===== config.mk =====
export PLATFORM = sky130hd
export DESIGN_NAME = wsup_top
export DESIGN_NICKNAME = d
export VERILOG_FILES = /design/src/rtl/wsup_pkg.sv /design/src/rtl/wsup_sync.sv /design/src/rtl/wsup_timer.sv /design/src/rtl/wsup_pinger.sv /design/src/rtl/wsup_fsm.sv /design/src/rtl/wsup_top.sv
export SDC_FILE = /design/constraint.sdc
export NUM_CORES = 1
export LEC_CHECK = 0
export ABC_AREA = 1
export CAP_MARGIN = 25
export CORE_ASPECT_RATIO = 0.5
export CORE_UTILIZATION = 57
export DETAILED_ROUTE_END_ITERATION = 16
export GPL_ROUTABILITY_DRIVEN = 0
export PLACE_DENSITY = 0.79
export SLEW_MARGIN = 0
export SYNTH_ARGS = -nofsm -noshare
export SYNTH_HDL_FRONTEND = slang
export SYNTH_SLANG_ARGS = --single-unit

===== constraint.sdc =====
create_clock -name clk -period 2 [get_ports clk]
set_input_delay 0.4 -clock clk [delete_from_list [all_inputs] [get_ports clk]]
set_output_delay 0.4 -clock clk [all_outputs]
set_load 0.005 [all_outputs]

===== src/rtl/wsup_pkg.sv =====
package wsup_pkg;

    typedef enum logic [3:0] {
        S_SHUT,
        S_STBY,
        S_XFER,
        S_OCLK,
        S_DEGR,
        S_UVLK,
        S_OVHD,
        S_OTHD,
        S_MUTE,
        S_PARK
    } sup_state_e;

    typedef enum logic [1:0] {
        ST_IDLE  = 2'b00,
        ST_XFER  = 2'b01,
        ST_DONE  = 2'b10,
        ST_FAULT = 2'b11
    } stat_e;

    localparam logic [2:0] EPT_DONE = 3'd1;
    localparam logic [2:0] EPT_INTF = 3'd2;
    localparam logic [2:0] EPT_HOT  = 3'd3;
    localparam logic [2:0] EPT_OVC  = 3'd4;

    typedef struct packed {
        logic en_n;
        logic ovc;
        logic ovv;
        logic unv;
        logic hot;
        logic cool;
    } flags_t;

    localparam int FLAG_W = $bits(flags_t);
    localparam flags_t FL_RST = '{en_n: 1'b1, default: 1'b0};

    function automatic stat_e status_of(sup_state_e s, logic hot_park);
        case (s)
            S_SHUT, S_STBY: return ST_IDLE;
            S_XFER:         return ST_XFER;
            S_MUTE, S_PARK: return hot_park ? ST_FAULT : ST_DONE;
            default:        return ST_FAULT;
        endcase
    endfunction

    function automatic logic is_timed(sup_state_e s);
        return (s == S_OCLK) || (s == S_UVLK) || (s == S_MUTE);
    endfunction

endpackage


===== src/rtl/wsup_sync.sv =====
module wsup_sync #(
    parameter int W = 1,
    parameter logic [W-1:0] RST_VAL = '0
) (
    input  logic         clk,
    input  logic         rst,
    input  logic [W-1:0] d_async,
    output logic [W-1:0] d_sync
);
    logic [W-1:0] stage1;

    always_ff @(posedge clk) begin
        if (rst) begin
            stage1 <= RST_VAL;
            d_sync <= RST_VAL;
        end else begin
            stage1 <= d_async;
            d_sync <= stage1;
        end
    end
endmodule


===== src/rtl/wsup_timer.sv =====
module wsup_timer #(
    parameter int TICKS = 300
) (
    input  logic clk,
    input  logic rst,
    input  logic start,
    input  logic tick,
    output logic expire
);
    localparam int CW = $clog2(TICKS + 1);
    localparam logic [CW-1:0] LAST = CW'(TICKS - 1);

    logic          active;
    logic [CW-1:0] cnt;

    always_ff @(posedge clk) begin
        if (rst) begin
            active <= 1'b0;
            cnt    <= '0;
            expire <= 1'b0;
        end else if (start) begin
            active <= 1'b1;
            cnt    <= '0;
            expire <= 1'b0;
        end else begin
            expire <= 1'b0;
            if (active && tick) begin
                if (cnt == LAST) begin
                    active <= 1'b0;
                    expire <= 1'b1;
                end else begin
                    cnt <= cnt + 1'b1;
                end
            end
        end
    end
endmodule


===== src/rtl/wsup_pinger.sv =====
module wsup_pinger #(
    parameter int GAP = 50000
) (
    input  logic clk,
    input  logic rst,
    input  logic allow_a,
    input  logic allow_d,
    input  logic one_d,
    output logic a_req,
    output logic d_req
);
    localparam int CW = $clog2(GAP + 1);
    localparam logic [CW-1:0] LAST = CW'(GAP - 1);

    logic          run;
    logic          wrap;
    logic          slot;
    logic [CW-1:0] cnt;

    assign run  = allow_a | allow_d;
    assign wrap = run && (cnt == LAST);

    always_ff @(posedge clk) begin
        if (rst || !run) begin
            cnt  <= '0;
            slot <= 1'b0;
        end else if (wrap) begin
            cnt  <= '0;
            slot <= ~slot;
        end else begin
            cnt <= cnt + 1'b1;
        end
    end

    always_ff @(posedge clk) begin
        if (rst) begin
            a_req <= 1'b0;
            d_req <= 1'b0;
        end else begin
            a_req <= wrap && !slot && allow_a && !one_d;
            d_req <= (wrap && slot && allow_d) || one_d;
        end
    end
endmodule


===== src/rtl/wsup_fsm.sv =====
module wsup_fsm
    import wsup_pkg::*;
(
    input  logic       clk,
    input  logic       rst,
    input  flags_t     fl,
    input  logic       rx_found,
    input  logic       rx_gone,
    input  logic       ept_valid,
    input  logic [2:0] ept_code,
    input  logic       lk_expire,
    output sup_state_e st,
    output logic       bridge,
    output logic       allow_a,
    output logic       allow_d,
    output logic       one_d,
    output logic       lk_start,
    output stat_e      stat
);
    sup_state_e nxt;
    logic       strike, nstrike;
    logic       hot_park, nhot;

    always_comb begin
        nxt     = st;
        nstrike = strike;
        nhot    = hot_park;
        one_d   = 1'b0;
        if (fl.en_n) begin
            nxt     = S_SHUT;
            nstrike = 1'b0;
        end else if (fl.unv && st != S_UVLK) begin
            nxt = S_UVLK;
        end else begin
            case (st)
                S_SHUT: nxt = S_STBY;
                S_STBY: begin
                    if (fl.ovv)        nxt = S_OVHD;
                    else if (rx_found) nxt = S_XFER;
                end
                S_XFER: begin
                    if (fl.ovc) begin
                        if (strike) nxt = S_DEGR;
                        else begin
                            nxt     = S_OCLK;
                            nstrike = 1'b1;
                        end
                    end else if (fl.hot) begin
                        nxt = S_OTHD;
                    end else if (ept_valid) begin
                        nstrike = 1'b0;
                        case (ept_code)
                            EPT_DONE: begin nxt = S_MUTE; nhot = 1'b0; end
                            EPT_HOT:  begin nxt = S_MUTE; nhot = 1'b1; end
                            default:  nxt = S_STBY;
                        endcase
                    end
                end
                S_OCLK, S_DEGR: begin
                    if (rx_gone) begin
                        nxt     = S_STBY;
                        nstrike = 1'b0;
                    end else if (lk_expire && st == S_OCLK) begin
                        nxt = S_STBY;
                    end
                end
                S_UVLK: begin
                    if (rx_gone || lk_expire) nxt = S_STBY;
                end
                S_OVHD: begin
                    if (!fl.ovv) nxt = S_STBY;
                end
                S_OTHD: begin
                    if (fl.cool) nxt = S_XFER;
                end
                S_MUTE: begin
                    if (rx_gone) nxt = S_STBY;
                    else if (lk_expire) begin
                        nxt   = S_PARK;
                        one_d = 1'b1;
                    end
                end
                S_PARK: begin
                    if (rx_gone)       nxt = S_STBY;
                    else if (rx_found) nxt = S_XFER;
                end
                default: nxt = S_SHUT;
            endcase
        end
    end

    assign lk_start = is_timed(nxt) && (nxt != st);

    always_ff @(posedge clk) begin
        if (rst) begin
            st       <= S_SHUT;
            strike   <= 1'b0;
            hot_park <= 1'b0;
        end else begin
            st       <= nxt;
            strike   <= nstrike;
            hot_park <= nhot;
        end
    end

    assign bridge  = (st == S_XFER);
    assign allow_d = (st == S_STBY);
    assign allow_a = (st == S_STBY) || (st == S_OCLK) || (st == S_DEGR) ||
                     (st == S_MUTE) || (st == S_PARK);
    assign stat    = status_of(st, hot_park);
endmodule


===== src/rtl/wsup_top.sv =====
module wsup_top
    import wsup_pkg::*;
#(
    parameter int PING_GAP   = 50000,
    parameter int LOCK_TICKS = 300
) (
    input  logic       clk,
    input  logic       rst,
    input  logic       en_n,
    input  logic       rx_found,
    input  logic       rx_gone,
    input  logic       ept_valid,
    input  logic [2:0] ept_code,
    input  logic       ovc_flag,
    input  logic       ovv_flag,
    input  logic       unv_flag,
    input  logic       ts_hot,
    input  logic       ts_cool,
    input  logic       lk_tick,
    output logic       bridge_en,
    output logic       aping_req,
    output logic       dping_req,
    output logic [1:0] status
);
    flags_t     fl_raw;
    flags_t     fl_s;
    logic [FLAG_W-1:0] fl_vec;
    sup_state_e st_w;
    stat_e      stat_w;
    logic       allow_a, allow_d, one_d, lk_start, lk_expire;

    assign fl_raw = '{en_n: en_n, ovc: ovc_flag, ovv: ovv_flag,
                      unv: unv_flag, hot: ts_hot, cool: ts_cool};

    wsup_sync #(.W(FLAG_W), .RST_VAL(FL_RST)) u_sync (
        .clk     (clk),
        .rst     (rst),
        .d_async (fl_raw),
        .d_sync  (fl_vec)
    );
    assign fl_s = flags_t'(fl_vec);

    wsup_timer #(.TICKS(LOCK_TICKS)) u_timer (
        .clk    (clk),
        .rst    (rst),
        .start  (lk_start),
        .tick   (lk_tick),
        .expire (lk_expire)
    );

    wsup_fsm u_fsm (
        .clk       (clk),
        .rst       (rst),
        .fl        (fl_s),
        .rx_found  (rx_found),
        .rx_gone   (rx_gone),
        .ept_valid (ept_valid),
        .ept_code  (ept_code),
        .lk_expire (lk_expire),
        .st        (st_w),
        .bridge    (bridge_en),
        .allow_a   (allow_a),
        .allow_d   (allow_d),
        .one_d     (one_d),
        .lk_start  (lk_start),
        .stat      (stat_w)
    );

    wsup_pinger #(.GAP(PING_GAP)) u_ping (
        .clk     (clk),
        .rst     (rst),
        .allow_a (allow_a),
        .allow_d (allow_d),
        .one_d   (one_d),
        .a_req   (aping_req),
        .d_req   (dping_req)
    );

    assign status = stat_w;
endmodule


==> results by group, run 1 <==
Clock tree
  – Sink Count: 48
  – CTS clock-pin slew for the worst setup and hold paths: 0.09 ns
  – CTS tree: built
  – Worst skew pair latency: around 0.3 ns
  – H-tree levels: 2
  – Cts bufs inserted: 5
  – Clock buffer depth: 2
  – Root buffer cell: clkbuf_8

Setup path
  – Arrival time at the worst endpoint: 2.19 ns
  – R2r startpoint: u_fsm.st[3]
  – Crit path max fanout: 7
  – Worst EP required: 2.20 ns
  – Crit path from: u_fsm.st[3]
  – CP Class: flop to flop
  – Crit. End Element: flop
  – Startpoint class of the critical path: flop

STA
  – Slew HR: 74.5%
  – Final Hold Vio Count: 0
  – Worst slew pin tran: 0.379 ns
  – Clk_skew: ~0.0053 ns
  – Final setup fails: 0
  – Fin. max-slew vios: 0
  – Minimum clock period: 1.99 ns
  – Max Fclk: 502 MHz
  – Period utilisation layout: 99.6%

Synthesis
  – FFs w/ async S/R, synth: 0%
  – Synth Area per Inst: 6.99 um^2
  – Post-synth net total: 365
  – Synth warn: 0
  – Primary FF master, synth: dfxtp_1
  – Distinct cells, synth: 35
  – Syn Inst Count: about 350
  – Register area share after synthesis: roughly two fifths
  – Post-synth EDFFs: 0
  – Synthesized area: 2430 um^2
  – Yosys reg bits: 48

Placement
  – Port Buffers: 19
  – DP HPWL: 3.81 mm
  – Post-Place Cell Area: 2780 um^2

Route
  – Final WL: 5.54 mm
  – DRC Markers: 0
  – DR vias: 2322
  – Vias/cell: 5.21
  – WL/cell: 12.4 um
  – 1st-pass router iterations: 5
  – Iteration-0 DRC Markers: 111
  – Routed Antenna Nets: 0

Power
  – Reg power frac: 53.2%
  – Peak supply drop: 0.337 mV
  – Combinational share of power: 6.4%
  – Cell Int Power: 1.43 mW
  – Clock Power Share: 40.4%
  – Net Switching: 0.399 mW
  – Sw Share: 21.8%
  – LEAKAGE: 1.30 nW
  – P per Cell Area: between 600 and 700 nW/um^2

Global route
  – Vias in the first global route: just over 2000
  – Largest net degree at the start of global routing: 21
  – Initial antenna violation count: 0
  – Gr ovfl total: 0
  – First-pass GRT wire length: around 8.2 mm
  – Total track usage: 24.0%

Worst hold path
  – Hold path startpoint: u_sync.stage1[2]
  – Worst hold path class: flop to flop

Floorplanning
  – Die ar.: 4550 um^2
  – Io pins: 20
  – Core box area: 4000 um^2
  – Initial Utilization: 60.8%
  – Die height: between 40 and 50 um
  – Row Count: 16
  – Die Wd: approximately 94 um

Finish
  – Layout cell share with drive strength beyond 1: 16.8%
  – Area Growth Syn to Fin: 24.1%
  – Fill count: a little over 300
  – Nets@finish: approximately 410
  – Final Core Density: 75.4%
  – Inserted Diodes: 0
  – Cell area after layout: 3020 um^2

Run
  – Max-cap viol count: 0

Status
  – Status: finished clean
## metrics by stage
stage                     setup slack (ns)  hold WS (ns)  power, mW  std cells  setup TNS [ns]
after floorplan                      0.323         0.388       1.05        348               0
after global placement              -0.115         0.392       1.10        432           -1.13
after detailed placement            -0.178         0.397       1.10        432           -1.76
after CTS                           0.0241         0.411       1.84        444               0
after global routing               -0.0471         0.433       1.89        446          -0.440
final                              0.00846         0.411       1.83        446               0
## path summary, 6_finish.rpt
| check | to | slack, ns | depth (start not counted) |
|---|---|---|---|
| max | u_timer.cnt[6] | 0.008 | 12 |
| min | u_sync.d_sync[2] | 0.41 | 2 |
| max reg2reg | u_timer.cnt[6] | 0.008 | 12 |
| min reg2reg | u_sync.d_sync[2] | 0.41 | 2 |
## flip-flops by register name, indices dropped and copies added, names as in the netlist
name            cells
u_fsm.hot_park      1
u_fsm.st            4
u_fsm.strike        1
u_ping.a_req        1
u_ping.cnt         16
u_ping.d_req        1
u_ping.slot         1
u_sync.d_sync       6
u_sync.stage1       6
u_timer.active      1
u_timer.cnt         9
u_timer.expire      1
## Yosys cell counts (2+ instances only)
library cell / count / area share [%]
nor2_1: 67 / 10
nor2_4: 4 / 1.9
nor3b_1: 2 / 0.62
nand3_1: 24 / 4.9
o21ai_0: 8 / 1.6
o211ai_1: 3 / 0.93
nor4_1: 3 / 0.77
nand4_1: 11 / 2.8
nor3_1: 10 / 2.1
nand3_2: 2 / 0.82
dfxtp_1: 48 / 39
xor2_1: 7 / 2.5
buf_2: 2 / 0.41
nand2_1: 58 / 8.9
xnor2_1: 5 / 1.8
or2_2: 2 / 0.51
inv_1: 58 / 8.9
a21oi_1: 6 / 1.2
nand3b_1: 2 / 0.62
ha_1: 2 / 1.0
nand2_4: 3 / 1.4
nand2_2: 4 / 1.0
clkbuf_1: 2 / 0.31
o21a_1: 2 / 0.62
inv_2: 3 / 0.46
## cell families (layout without fill, tap and decap cells)
family	Yosys count	count (layout)	share of synthesized area (%)
adder cells (fa/ha/maj)	2	2	1.03
multiplexers	1	1	0.411
AND/OR/NAND/NOR	194	194	37.3
XOR/XNOR	12	12	4.32
AO/OA/AOI/OAI	25	26	6.84
buffers and inverters	66	109	10.6
flip-flops	48	48	39.5
## critical path, stage by stage, from the launching register on
cell and delay (ns):
dfxtp_2 0.47, nor2_4 0.07, buf_6 0.13, nand2_1 0.17
nor2_1 0.09, nor2_2 0.15, nand4_1 0.11, nand2_2 0.13
inv_1 0.06, nand2_1 0.10, nand3_4 0.12, o21ai_4 0.21
nor2_1 0.06
## layout by cell type (no fill, tap or decap), types with 2 or more instances in the layout
master	synthesis	routed
nand3_1	24	22
nor4_1	3	2
xnor2_1	5	5
nand2_1	58	54
o21ai_0	8	5
nand2_2	4	8
nor2_4	4	4
nand3_4	0	2
nand2_4	3	3
ha_1	2	2
o211ai_1	3	3
nor2_2	1	3
nand4_1	11	11
clkbuf_8	0	6
dfxtp_1	48	44
o21a_1	2	2
nor2_1	67	65
a21oi_1	6	6
nor3_1	10	9
inv_1	58	58
o21ai_1	0	3
dfxtp_2	0	3
nand3_2	2	2
o21ai_4	1	2
xor2_1	7	7
buf_4	0	20
clkdlybuf4s50_1	0	18
nand3b_1	2	2
or2_2	2	2
nor3b_1	2	2
inv_2	3	3
## final cells by class
| class | instances | area [um^2] | share of cell area (%) |
|---|---|---|---|
| Clock inverter | 2 | 38.8 | 1.28 |
| Sequential cell | 48 | 968 | 32.1 |
| Tap cell | 54 | 67.6 | 2.24 |
| Inverter | 61 | 229 | 7.58 |
| Clock buffer | 6 | 82.6 | 2.74 |
| Multi-Input combinational cell | 235 | 1280 | 42.5 |
| Timing Repair Buffer | 40 | 350 | 11.6 |
## power groups by stage
stage | clock [mW] | combinational (mW) | sequential (mW)
final | 0.740 | 0.117 | 0.973
after detailed placement | 0 | 0.106 | 0.996
after floorplan | 0 | 0.0554 | 0.994
after global routing | 0.787 | 0.128 | 0.974
after global placement | 0 | 0.104 | 0.996
after CTS | 0.756 | 0.112 | 0.973
## routing by layer
metal,vias to the layer above,wire (um),track usage [%]
met3,12,305,5.45
met2,72,2690,46.4
met5,-,0,0
li1,1180,-,-
met4,0,75,9.23
met1,1058,2470,27.5
## timing repair
item                                    4_1_cts  5_1_grt
hold buffers                                  0        0
endpoints found under the setup margin       11       16
pin swaps                                     2       12
gates resized for setup                       7       16
gates cloned                                  1        0
setup buffers                                 3        2
(Power assumes the default switching activity.)
==> inputs of run 2 (changes only) <==
- PLACE_DENSITY: 0.79 -> 0.78
- SETUP_SLACK_MARGIN: not set -> 0.1
==> run 2 against run 1 <==
- sequential power about the same
- flip-flop and latch count unchanged
- highest routed layer unchanged
- maximum frequency up 3.8%
- critical endpoint unchanged
==> results by group, run 2 (synthesis gave the netlist of run 1 again) <==
Status
  – Status: finished clean

STA
  – Final Hold Vio Count: 0 (unchanged)
  – Clk_skew: 0.00666 ns (+0.00133 ns)
  – Final setup fails: 0 (unchanged)
  – RSZ-0062 raised after global routing: true
  – Worst slew pin tran: 0.347 ns (-0.0320 ns)
  – Max Fclk: 521 MHz (+3.8%)
  – Minimum clock period: 1.92 ns (-0.0727 ns)
  – Period utilisation layout: 95.9% (-3.6 points)
  – Fin. max-slew vios: 0 (unchanged)
  – Slew HR: 76.6% (+2.2 points)
  – Setup TNS: 0 ns (unchanged)

Finish
  – Layout cell share with drive strength beyond 1: 18.8% (+2.0 points)
  – Largest register by flop count: u_ping.cnt
  – Commonest non-fill, non-tap cell in the layout: nor2_1
  – Inserted Diodes: 0 (unchanged)
  – Leading registers by flop count: u_ping.cnt: 16 flops, u_timer.cnt: 9 flops
  – Most frequent cells in the layout: nor2_1, inv_1, nand2_1
  – Max reg flops: 16 (unchanged)
  – Area Growth Syn to Fin: 26.5%
  – Final Core Density: 76.9% (+1.5 points)
  – Cell area after layout: 3080 um^2 (+1.9%)
  – Nets@finish: 415 (+1.7%)

Power
  – P per Cell Area: 545 nW/um^2 (-10%)
  – Peak supply drop: 0.419 mV (+25%)
  – LEAKAGE: 1.36 nW (+4.8%)
  – Overall Power: 1.68 mW (-8.4%)

Clock tree
  – Worst skew pair latency: 0.29 ns (about the same)
  – Cts bufs inserted: 5 (unchanged)
  – CTS clock-pin slew for the worst setup and hold paths: 0.09 ns (about the same)
  – Sink Count: 48 (unchanged)
  – Clock buffer depth: 2 (unchanged)
  – Root buffer cell: clkbuf_8
  – H-tree levels: 2 (unchanged)
  – CTS tree: built

Floorplanning
  – Core box area: 4000 um^2 (unchanged)
  – Die height: 48.2 um (unchanged)
  – Io pins: 20 (unchanged)
  – Die Wd: 94.4 um (unchanged)
  – Die ar.: 4550 um^2 (unchanged)
  – Row Count: 16 (unchanged)
  – Initial Utilization: 60.8% (unchanged)

Route
  – Final WL: 5.35 mm (-3.6%)
  – 1st-pass router iterations: 5 (unchanged)
  – DR vias: 2295 (-1.2%)
  – Iteration-0 DRC Markers: 103 (-7.2%)
  – Vias/cell: 5.07 (-2.7%)
  – DRC Markers: 0 (unchanged)
  – WL/cell: 11.8 um (-5.0%)
  – Routed Antenna Nets: 0 (unchanged)

Setup path
  – Startpoint class of the critical path: flop
  – R2r startpoint: u_fsm.st[2]
  – Reg2reg end: u_timer.cnt[6]
  – Buf/Inv on CP: 2 (unchanged)
  – Top delay family on crit path: simple AND/OR/NAND/NOR gates
  – Highest-delay cell along the critical path: dfxtp_4
  – CP dominant cell by count: nand2_4
  – CP Depth: 12 (unchanged)
  – Crit. End Element: flop
  – Worst EP required: 2.18 ns (-0.02 ns)
  – CP Class: flop to flop
  – Critical path's largest stage delay: 0.36 ns (-0.11 ns)
  – Crit path max fanout: 7 (unchanged)
  – R2R depth: 12 (unchanged)
  – Flop-to-flop setup slack: 0.08 ns (+0.07 ns)
  – CP Cell Sequence: buf_6, inv_4, nor2_4, nand2_4, nand2_4, nand2_4, nor2_4, nand2_2, nand3_4, nand3_4, o21ai_4, nor2_1
  – Arrival time at the worst endpoint: 2.10 ns (-0.09 ns)

Run
  – Max-cap viol count: 0 (unchanged)

Placement
  – Port Buffers: 19 (unchanged)
  – DP HPWL: 3.69 mm (-3.1%)
  – Post-Place Cell Area: 2790 um^2 (+0.27%)

Worst hold path
  – Hold path depth: 2 (unchanged)
  – Hold path startpoint: u_sync.stage1[0]
  – Worst Hold Path EP: u_sync.d_sync[0]
  – Worst hold path class: flop to flop

Global route
  – First-pass GRT wire length: 7.82 mm (-4.6%)
  – Total track usage: 22.9% (-1.2 points)
  – Gr ovfl total: 0 (unchanged)
  – Initial antenna violation count: 0 (unchanged)
  – Largest net degree at the start of global routing: 21 (unchanged)
  – Vias in the first global route: 1852 (-8.5%)
## run 2: worst max-delay path by stage
stage                     start              to  slack [ns]
floorplan           u_fsm.st[1]  u_timer.cnt[0]        0.32
global placement      ept_valid  u_timer.cnt[1]       -0.14
detailed placement    ept_valid  u_timer.cnt[3]       -0.20
CTS                 u_fsm.st[2]       status[1]        0.05
global route        u_fsm.st[2]  u_timer.expire      -0.004
finish              u_fsm.st[2]  u_timer.cnt[6]        0.08
## run 2: where the power goes
group          switching, mW  internal, mW
sequential           0.00715         0.966
clock                  0.303         0.276
combinational         0.0627        0.0610
## run 2: stage by stage
stage | cells | hold slack, ns | setup WS [ns]
after floorplan | 348 | 0.388 | 0.323
after global placement | 433 | 0.390 | -0.142
final | 453 | 0.409 | 0.0812
after global routing | 453 | 0.442 | -0.00419
after detailed placement | 433 | 0.396 | -0.198
after CTS | 445 | 0.407 | 0.0500
## run 2: tightest hold or removal path: stages, from the launching register on
cell	delay, ns
dfxtp_1	0.31
inv_1	0.04
nor2_1	0.03
## run 2: timing repair
action | 4_1_cts | 5_1_grt
buffers inserted | 3 | 8
resized for setup | 8 | 22
hold buffers | 0 | 0
pin swaps | 2 | 15
endpoints found under the setup margin | 12 | 18
cloned | 1 | 0
## run 2: layout make-up
class | count | area [um^2]
multi-input combinational | 235 | 1310
sequential | 48 | 968
fill | 299 | 926
timing repair buffer | 47 | 408
inverter | 61 | 231
clock buffer | 6 | 82.6
tap | 54 | 67.6
clock inverter | 2 | 10.0
## run 2: metal layers
layer  track usage [%]  routed length [um]  vias up
li1                  -                   -     1201
met1              27.7                2440     1032
met2              42.2                2570       53
met3              5.30                 279        9
met4              8.00                  58        0
met5                 0                   0        -
